**src/rtl/trig_capture_pkg.sv**
```systemverilog
package trig_capture_pkg;

    typedef enum logic [1:0] {
        TRIG_LVL_HI    = 2'd0,
        TRIG_LVL_LO    = 2'd1,
        TRIG_EDGE_RISE = 2'd2,
        TRIG_EDGE_FALL = 2'd3
    } trig_mode_e;

    localparam int FIELD_W      = 2;
    localparam int CFG_WORD_W   = 32;
    localparam int FIELDS_PER_W = CFG_WORD_W / FIELD_W;
    localparam int LOCAL_SPAN   = 32;

    typedef struct packed {
        logic meta;
        logic sync;
        logic hist;
    } sync_chain_t;

    function automatic int bank_index(input int line);
        return (line < LOCAL_SPAN) ? line : line - LOCAL_SPAN;
    endfunction

    function automatic int field_word_off(input int idx);
        return ((idx * FIELD_W) / CFG_WORD_W) * 4;
    endfunction

    function automatic int field_bit_off(input int idx);
        return (idx * FIELD_W) % CFG_WORD_W;
    endfunction

    function automatic logic mode_is_edge(input trig_mode_e m);
        return m[1];
    endfunction

    function automatic logic mode_inverts(input trig_mode_e m);
        return m[0];
    endfunction

endpackage

```
**src/rtl/trig_cfg_regs.sv**
```systemverilog
module trig_cfg_regs
    import trig_capture_pkg::*;
#(
    parameter int NUM_LINES = 64,
    parameter int ADDR_W    = 8,
    parameter int GLB_BASE  = 'h40
) (
    input  logic              clk,
    input  logic              rst,
    input  logic              wr_en,
    input  logic [ADDR_W-1:0] addr,
    input  logic [31:0]       wr_data,
    output logic [31:0]       rd_data,
    output trig_mode_e        mode_o [NUM_LINES]
);

    logic [31:0] rd_part [NUM_LINES];

    for (genvar l = 0; l < NUM_LINES; l++) begin : g_field
        localparam int IDX   = bank_index(l);
        localparam int BASE  = (l < LOCAL_SPAN) ? 0 : GLB_BASE;
        localparam int WADDR = BASE + field_word_off(IDX);
        localparam int BOFF  = field_bit_off(IDX);

        logic hit;
        assign hit = (addr == ADDR_W'(WADDR));

        always_ff @(posedge clk) begin
            if (rst) begin
                mode_o[l] <= TRIG_LVL_HI;
            end else if (wr_en && hit) begin
                mode_o[l] <= trig_mode_e'(wr_data[BOFF +: FIELD_W]);
            end
        end

        assign rd_part[l] = hit ? ({30'b0, mode_o[l]} << BOFF) : 32'b0;
    end

    always_comb begin
        rd_data = '0;
        for (int l = 0; l < NUM_LINES; l++) begin
            rd_data = rd_data | rd_part[l];
        end
    end

endmodule

```
**src/rtl/trig_line_detect.sv**
```systemverilog
module trig_line_detect
    import trig_capture_pkg::*;
(
    input  logic       clk,
    input  logic       rst,
    input  logic       raw,
    input  trig_mode_e mode,
    input  logic       clr,
    output logic       pend
);

    sync_chain_t chain;
    logic        qual_now;
    logic        qual_old;
    logic        hit;

    always_ff @(posedge clk) begin
        if (rst) begin
            chain <= '0;
        end else begin
            chain.meta <= raw;
            chain.sync <= chain.meta;
            chain.hist <= chain.sync;
        end
    end

    // Polarity folds both edge flavours onto one rising detector.
    assign qual_now = chain.sync ^ mode_inverts(mode);
    assign qual_old = chain.hist ^ mode_inverts(mode);
    assign hit      = qual_now & ~qual_old;

    always_ff @(posedge clk) begin
        if (rst) begin
            pend <= 1'b0;
        end else if (mode_is_edge(mode)) begin
            pend <= hit | (pend & ~clr);
        end else begin
            pend <= qual_now;
        end
    end

endmodule

```
**src/rtl/trig_detect_bank.sv**
```systemverilog
module trig_detect_bank
    import trig_capture_pkg::*;
#(
    parameter int NUM_LINES = 64
) (
    input  logic                 clk,
    input  logic                 rst,
    input  logic [NUM_LINES-1:0] raw,
    input  trig_mode_e           mode [NUM_LINES],
    input  logic [NUM_LINES-1:0] clr,
    output logic [NUM_LINES-1:0] pend
);

    for (genvar l = 0; l < NUM_LINES; l++) begin : g_line
        trig_line_detect u_line (
            .clk  (clk),
            .rst  (rst),
            .raw  (raw[l]),
            .mode (mode[l]),
            .clr  (clr[l]),
            .pend (pend[l])
        );
    end

endmodule

```
**src/rtl/trig_capture.sv**
```systemverilog
module trig_capture
    import trig_capture_pkg::*;
#(
    parameter int NUM_LINES = 64,
    parameter int ADDR_W    = 8,
    parameter int GLB_BASE  = 'h40
) (
    input  logic                 clk,
    input  logic                 rst,
    input  logic                 bus_we,
    input  logic [ADDR_W-1:0]    bus_addr,
    input  logic [31:0]          bus_wdata,
    output logic [31:0]          bus_rdata,
    input  logic [NUM_LINES-1:0] irq_in,
    input  logic [NUM_LINES-1:0] irq_clr,
    output logic [NUM_LINES-1:0] irq_pend
);

    trig_mode_e line_mode [NUM_LINES];

    trig_cfg_regs #(
        .NUM_LINES (NUM_LINES),
        .ADDR_W    (ADDR_W),
        .GLB_BASE  (GLB_BASE)
    ) u_cfg (
        .clk     (clk),
        .rst     (rst),
        .wr_en   (bus_we),
        .addr    (bus_addr),
        .wr_data (bus_wdata),
        .rd_data (bus_rdata),
        .mode_o  (line_mode)
    );

    trig_detect_bank #(
        .NUM_LINES (NUM_LINES)
    ) u_bank (
        .clk  (clk),
        .rst  (rst),
        .raw  (irq_in),
        .mode (line_mode),
        .clr  (irq_clr),
        .pend (irq_pend)
    );

endmodule

```
**config.mk**
```make
export PLATFORM = sky130hd
export DESIGN_NAME = trig_capture
export DESIGN_NICKNAME = d
export VERILOG_FILES = /design/src/rtl/trig_capture_pkg.sv /design/src/rtl/trig_cfg_regs.sv /design/src/rtl/trig_line_detect.sv /design/src/rtl/trig_detect_bank.sv /design/src/rtl/trig_capture.sv
export SDC_FILE = /design/constraint.sdc
export NUM_CORES = 1
export LEC_CHECK = 0
export ABC_CLOCK_PERIOD_IN_PS = 2000
export BUFFER_PORTS_ARGS = -buffer_cell sky130_fd_sc_hd__clkbuf_2
export CELL_PAD_IN_SITES_DETAIL_PLACEMENT = 0
export CELL_PAD_IN_SITES_GLOBAL_PLACEMENT = 1
export CORE_MARGIN = 2
export CORE_UTILIZATION = 39
export DETAILED_ROUTE_END_ITERATION = 10
export PLACE_DENSITY_LB_ADDON = 0.1
export SLEW_MARGIN = 25
export SYNTH_ARGS = -nofsm -noshare
export SYNTH_HDL_FRONTEND = slang
export SYNTH_SLANG_ARGS = --single-unit
```
**constraint.sdc**
```tcl
create_clock -name clk -period 2 [get_ports clk]
set_input_delay 0.4 -clock clk [delete_from_list [all_inputs] [get_ports clk]]
set_output_delay 0.4 -clock clk [all_outputs]
set_load 0.01 [all_outputs]
```
# Yosys cells after proc, flatten, opt, wreduce, memory -nomap -nowiden
# Cells that the tools add are included.
# totals
ff_bits	384
output_inout_bits	96
word_cells	967
# op_classes
eq_ne	3
mux	128
bitwise_logic	511
n_reduce_logical	5
# op_table
op	n
$or 32x32->32	63
$and 1x1->1	128
$mux 32	4
$not 1->1	128
$xor 1x1->1	128
$mux 30	4
$mux 28	4
$mux 26	4
$mux 24	4
$mux 22	4
$mux 20	4
$mux 18	4
$mux 1	64
$mux 16	4
$or 1x1->1	64
$mux 14	4
$mux 12	4
$mux 10	4
$mux 8	4
$mux 6	4
$eq 8x7->1 const B	2
$mux 4	4
$eq 8x3->1 const B	1
$logic_not 8->1	1
other kinds (2)	8

# Longest topological paths before layout
# logic_depth
word_depth	65
mapped_depth	6
ltp_nobuf	3

# By module
# Synthesis repeated with hierarchy kept, for this count alone.
# hier_totals
cells_unflattened	1461
hier_area_um2	15207.1
# modules_own_cells
module	n_inst	cells_each	area_per_inst_um2	seq_area_each_um2
trig_line_detect	64	13	137.6	80.1
trig_cfg_regs	1	629	6398.6	2562.5

# Worst setup path after synthesis
# Ideal clock, no wire load.
# synth_timing
kind	input to output
startpoint	in bus_addr[2]
endpoint	out bus_rdata[26]
arrival_ps	1603
t_required_ps	1600
setup_slack_ps	-3
path_stages	6
path_cell_list	buf_2 -> nor4_4 -> buf_2 -> buf_2 -> nand3_1 -> o211ai_1
# synth_between
elab_chain_len	53
# synth_rtl
element	line	source
from (decl)	trig_capture.sv:11	input logic [ADDR_W-1:0] bus_addr,
$logic_not 8->1	trig_cfg_regs.sv:26	assign hit = (addr == ADDR_W'(WADDR));
$mux 28	trig_cfg_regs.sv:36	assign rd_part[l] = hit ? ({30'b0, mode_o[l]} << BOFF) : 32'b0;
$or 32x32->32 (48 in series)	trig_cfg_regs.sv:42	rd_data = rd_data | rd_part[l];
$or 32x32->32 (*) (3 in series)	trig_cfg_regs.sv:42	
to (decl)	trig_capture.sv:13	output logic [31:0] bus_rdata,
# Every way passes the cells marked *; elsewhere a longest branch is shown, timed or not.

# Worst setup path in the final report
# layout_timing
startpoint	in bus_addr[5]
endpoint	out bus_rdata[8]
# layout_between
elab_chain_len	62
# layout_rtl
element	line
$logic_not 8->1	trig_cfg_regs.sv:26
$mux 10	trig_cfg_regs.sv:36
$or 32x32->32 (48 in series)	trig_cfg_regs.sv:42
$or 32x32->32 (*) (12 in series)	trig_cfg_regs.sv:42
# Marks and branches as above.

==> results.py <==
metrics = {
    "finish": {
        "final_cell_mix": "dfxtp_1 (370), clkbuf_2 (243), nor2b_1 (202)",
        "fin_util_pct": 49.6,
        "drive_gt1_share_pct": 29.5,
        "final_nets": 1961,
        "final_common_cell": "dfxtp_1",
        "fillCellCount": 3750,
        "area_delta_synth_final_pct": 25.0,
    },
    "setup_path": {
        "critPathCapture": "bus_rdata[8]",
        "arrival_ns": 1.73,
        "regToRegEndpoint": "u_bank.g_line[46].u_line.pend$_SDFF_PP0_",
        "worstPathRequired_ns": 1.60,
        "critPathLaunch": "bus_addr[5]",
        "path_max_fanout": 9,
        "critPathCaptureType": "output pin",
        "r2r_slack_ns": 0.78,
        "r2r-start": "u_cfg.mode_o[34]$_SDFFE_PP0P_",
        "critical_path_class": "in2out",
        "critPathLaunchType": "input pin",
        "r2r_cells": 3,
    },
    "cts": {
        "cts_max_level": 2,
        "clkSinkCount": 384,
        "clk_latency_ns": 0.56,
        "cts_buffers": 44,
        "cts_hold_buf": 0,
        "cts_tree": "done",
        "clockBufferDepth": 3,
        "cts_root_buf": "clkbuf_16",
        "cts.clk_slew.worst_paths_ns": 0.06,
    },
    "floorplan": {
        "core_area_um2": 39900,
        "io_pins": 267,
        "die_h_um": 206,
        "rows": 73,
        "die_w_um": 206,
        "start_util_pct": 39.7,
        "dieArea_um2": 42300,
    },
    "route": {
        "antenna_left": 0,
        "routed_wl_um": 44200,
        "drc_errors": 0,
        "vias_per_cell": 4.88,
        "avgRoutedWirePerCell_um": 18.8,
        "initialDrtViolationCount": 579,
        "first_pass_iters": 4,
        "num_vias": 11500,
    },
    "power_and_ir_drop": {
        "power_density_nw_per_um2": 872,
        "p_leak_uw": 0.00818,
        "ir_worst_vdd_mv": 0.558,
    },
    "placed_design": {
        "io_buffers": 266,
        "finalWeightedCongestion": 0.807,
        "post-dp-hpwl_um": 32400,
    },
    "synth": {
        "synth_enable_flop_cells": 0,
        "synth.avg_cell_area_um2": 10.4,
        "postSynthRegisterBits": 384,
        "synthArstFlopShare_pct": 0,
        "syn_nets": 1696,
        "yosys_warnings": 0,
        "synth_area_um2": 15900,
        "synthFlopType": "dfxtp_1",
        "synth.distinct_cells": 30,
        "syn_inst": 1525,
        "yosysSeqAreaShare_pct": 48.5,
    },
    "min_path": {
        "hold_class": "in2reg",
        "hold_depth": 2,
    },
    "grt": {
        "grt_start_max_net_pins": 51,
        "grt_pass1_wl_um": 66000,
        "antenna_found_initial": 5,
        "grt_pass1_vias": 11300,
        "grt.overflow.total": 0,
        "track_usage_pct": 20.7,
    },
    "timing": {
        "drv_slew": 0,
        "tightest_slew_ns": 0.437,
        "period_share_pct": 106,
        "maxSlewHeadroom_pct": 70.8,
        "fin_hold_ws_ns": 0.0451,
        "setup_viol": 32,
        "hold_violations": 0,
        "rsz0062_at_grt": "yes",
        "finClkSkew_ns": 0.0152,
        "max_freq_ghz": 0.470,
        "fin_crit_ns": 2.13,
        "worst_slack_ns": -0.128,
    },
    "run_status": {
        "status": "complete, but fails checks",
        "violations": "negative setup slack",
    },
    "flow_run": {
        "maxCapViolCount": 0,
    },
}
metal layers:
| layer | vias to the layer above | track usage, % | part of all wire, % |
|---|---|---|---|
| met5 | - | 0 | 0 |
| met4 | 0 | 7.40 | 2.2 |
| met3 | 57 | 3.36 | 3.8 |
| met2 | 206 | 36.8 | 51 |
| met1 | 5449 | 25.2 | 43 |
| li1 | 5767 | - | - |
report_power, final:
group          switching [uW]  internal, uW
clock                    3180          5080
sequential                117          7860
combinational             467           571
critical path, stage by stage:
cell,delay [ns]
buf_8,0.10
nor4_4,0.33
buf_6,0.21
a22oi_2,0.09
o211ai_1,0.38
buf_2,0.22
how the worst min path moves through the flow:
stage | startpoint | to | slack [ns]
detailed placement | u_bank.g_line[32].u_line.chain[2]$_SDFF_PP0_ | u_bank.g_line[32].u_line.chain[1]$_SDFF_PP0_ | 0.42
global placement | u_bank.g_line[15].u_line.chain[2]$_SDFF_PP0_ | u_bank.g_line[15].u_line.chain[1]$_SDFF_PP0_ | 0.42
floorplan | u_bank.g_line[0].u_line.chain[2]$_SDFF_PP0_ | u_bank.g_line[0].u_line.chain[1]$_SDFF_PP0_ | 0.41
CTS | irq_in[45] | u_bank.g_line[45].u_line.chain[2]$_SDFF_PP0_ | 0.01
global route | irq_in[59] | u_bank.g_line[59].u_line.chain[2]$_SDFF_PP0_ | 0.03
finish | irq_in[45] | u_bank.g_line[45].u_line.chain[2]$_SDFF_PP0_ | 0.05
synth_stat cells, types with 2 or more instances:
library cell / n / area, um^2
buf_2: 21 / 105
nand3b_1: 64 / 480
clkbuf_1: 50 / 188
a22oi_1: 4 / 30.0
buf_4: 65 / 488
o211ai_1: 13 / 97.6
nand2_1: 67 / 251
and3_1: 5 / 31.3
nand3_1: 28 / 140
a32oi_1: 9 / 78.8
o22ai_1: 16 / 100
a22o_1: 3 / 26.3
and2_1: 2 / 12.5
nor4b_4: 2 / 47.6
buf_1: 4 / 15.0
a31oi_1: 64 / 400
a221o_1: 3 / 30.0
dfxtp_1: 384 / 7690
mux2i_1: 160 / 1600
nand2b_1: 160 / 1000
o22a_1: 64 / 561
or3b_2: 64 / 561
nor4_4: 2 / 42.5
nor2b_1: 202 / 1260
xnor2_1: 64 / 561
registers in the layout, summed over array words and instances, names as in the netlist:
signal                      cells
u_bank.g_line.u_line.chain    192
u_bank.g_line.u_line.pend      64
u_cfg.mode_o                  128
final cells by class:
type                            count  area [um^2]  share of cell area (%)
Multi-Input combinational cell   1000         7500                    37.8
Timing Repair Buffer              360         2440                    12.3
Clock inverter                     11          158                   0.796
Antenna cell                        4         10.0                  0.0505
Tap cell                          525          657                    3.32
Clock buffer                       68         1330                    6.73
Sequential cell                   384         7720                    39.0
logic make-up (layout without fill, tap and decap cells):
logic type | count (synthesis) | in the layout | share of synthesized area [%]
AO/OA/AOI/OAI | 176 | 176 | 8.35
XOR/XNOR | 64 | 64 | 3.54
buffers and inverters | 141 | 439 | 5.09
flip-flops | 384 | 384 | 48.5
multiplexers | 160 | 160 | 10.1
other | 0 | 4 | 0
AND/OR/NAND/NOR | 600 | 600 | 24.4
stage by stage:
| step | cells | setup WS, ns | TNS, ns | total power [uW] | cell area, um^2 |
|---|---|---|---|---|---|
| 5_1_grt | 2350 | -0.174 | -3.92 | 17900 | 19800 |
| 4_1_cts | 2342 | -0.117 | -2.76 | 17500 | 19600 |
| 3_5_place_dp | 2247 | -0.172 | -4.68 | 9170 | 17800 |
| 2_1_floorplan | 1525 | 0.00840 | 0 | 8770 | 15900 |
| 6_report | 2352 | -0.128 | -1.82 | 17300 | 19800 |
| 3_3_place_gp | 2247 | -0.188 | -3.10 | 9150 | 17800 |
timing repair:
| action | in CTS | in global routing |
|---|---|---|
| buffers inserted | 16 | 5 |
| hold endpoints to repair | 0 | 0 |
| gates resized for setup | 56 | 43 |
| pin swaps | 17 | 18 |
| endpoints found under the setup margin | 32 | 32 |
| cloned | 1 | 1 |
Power figures use the tool's default switching activity.
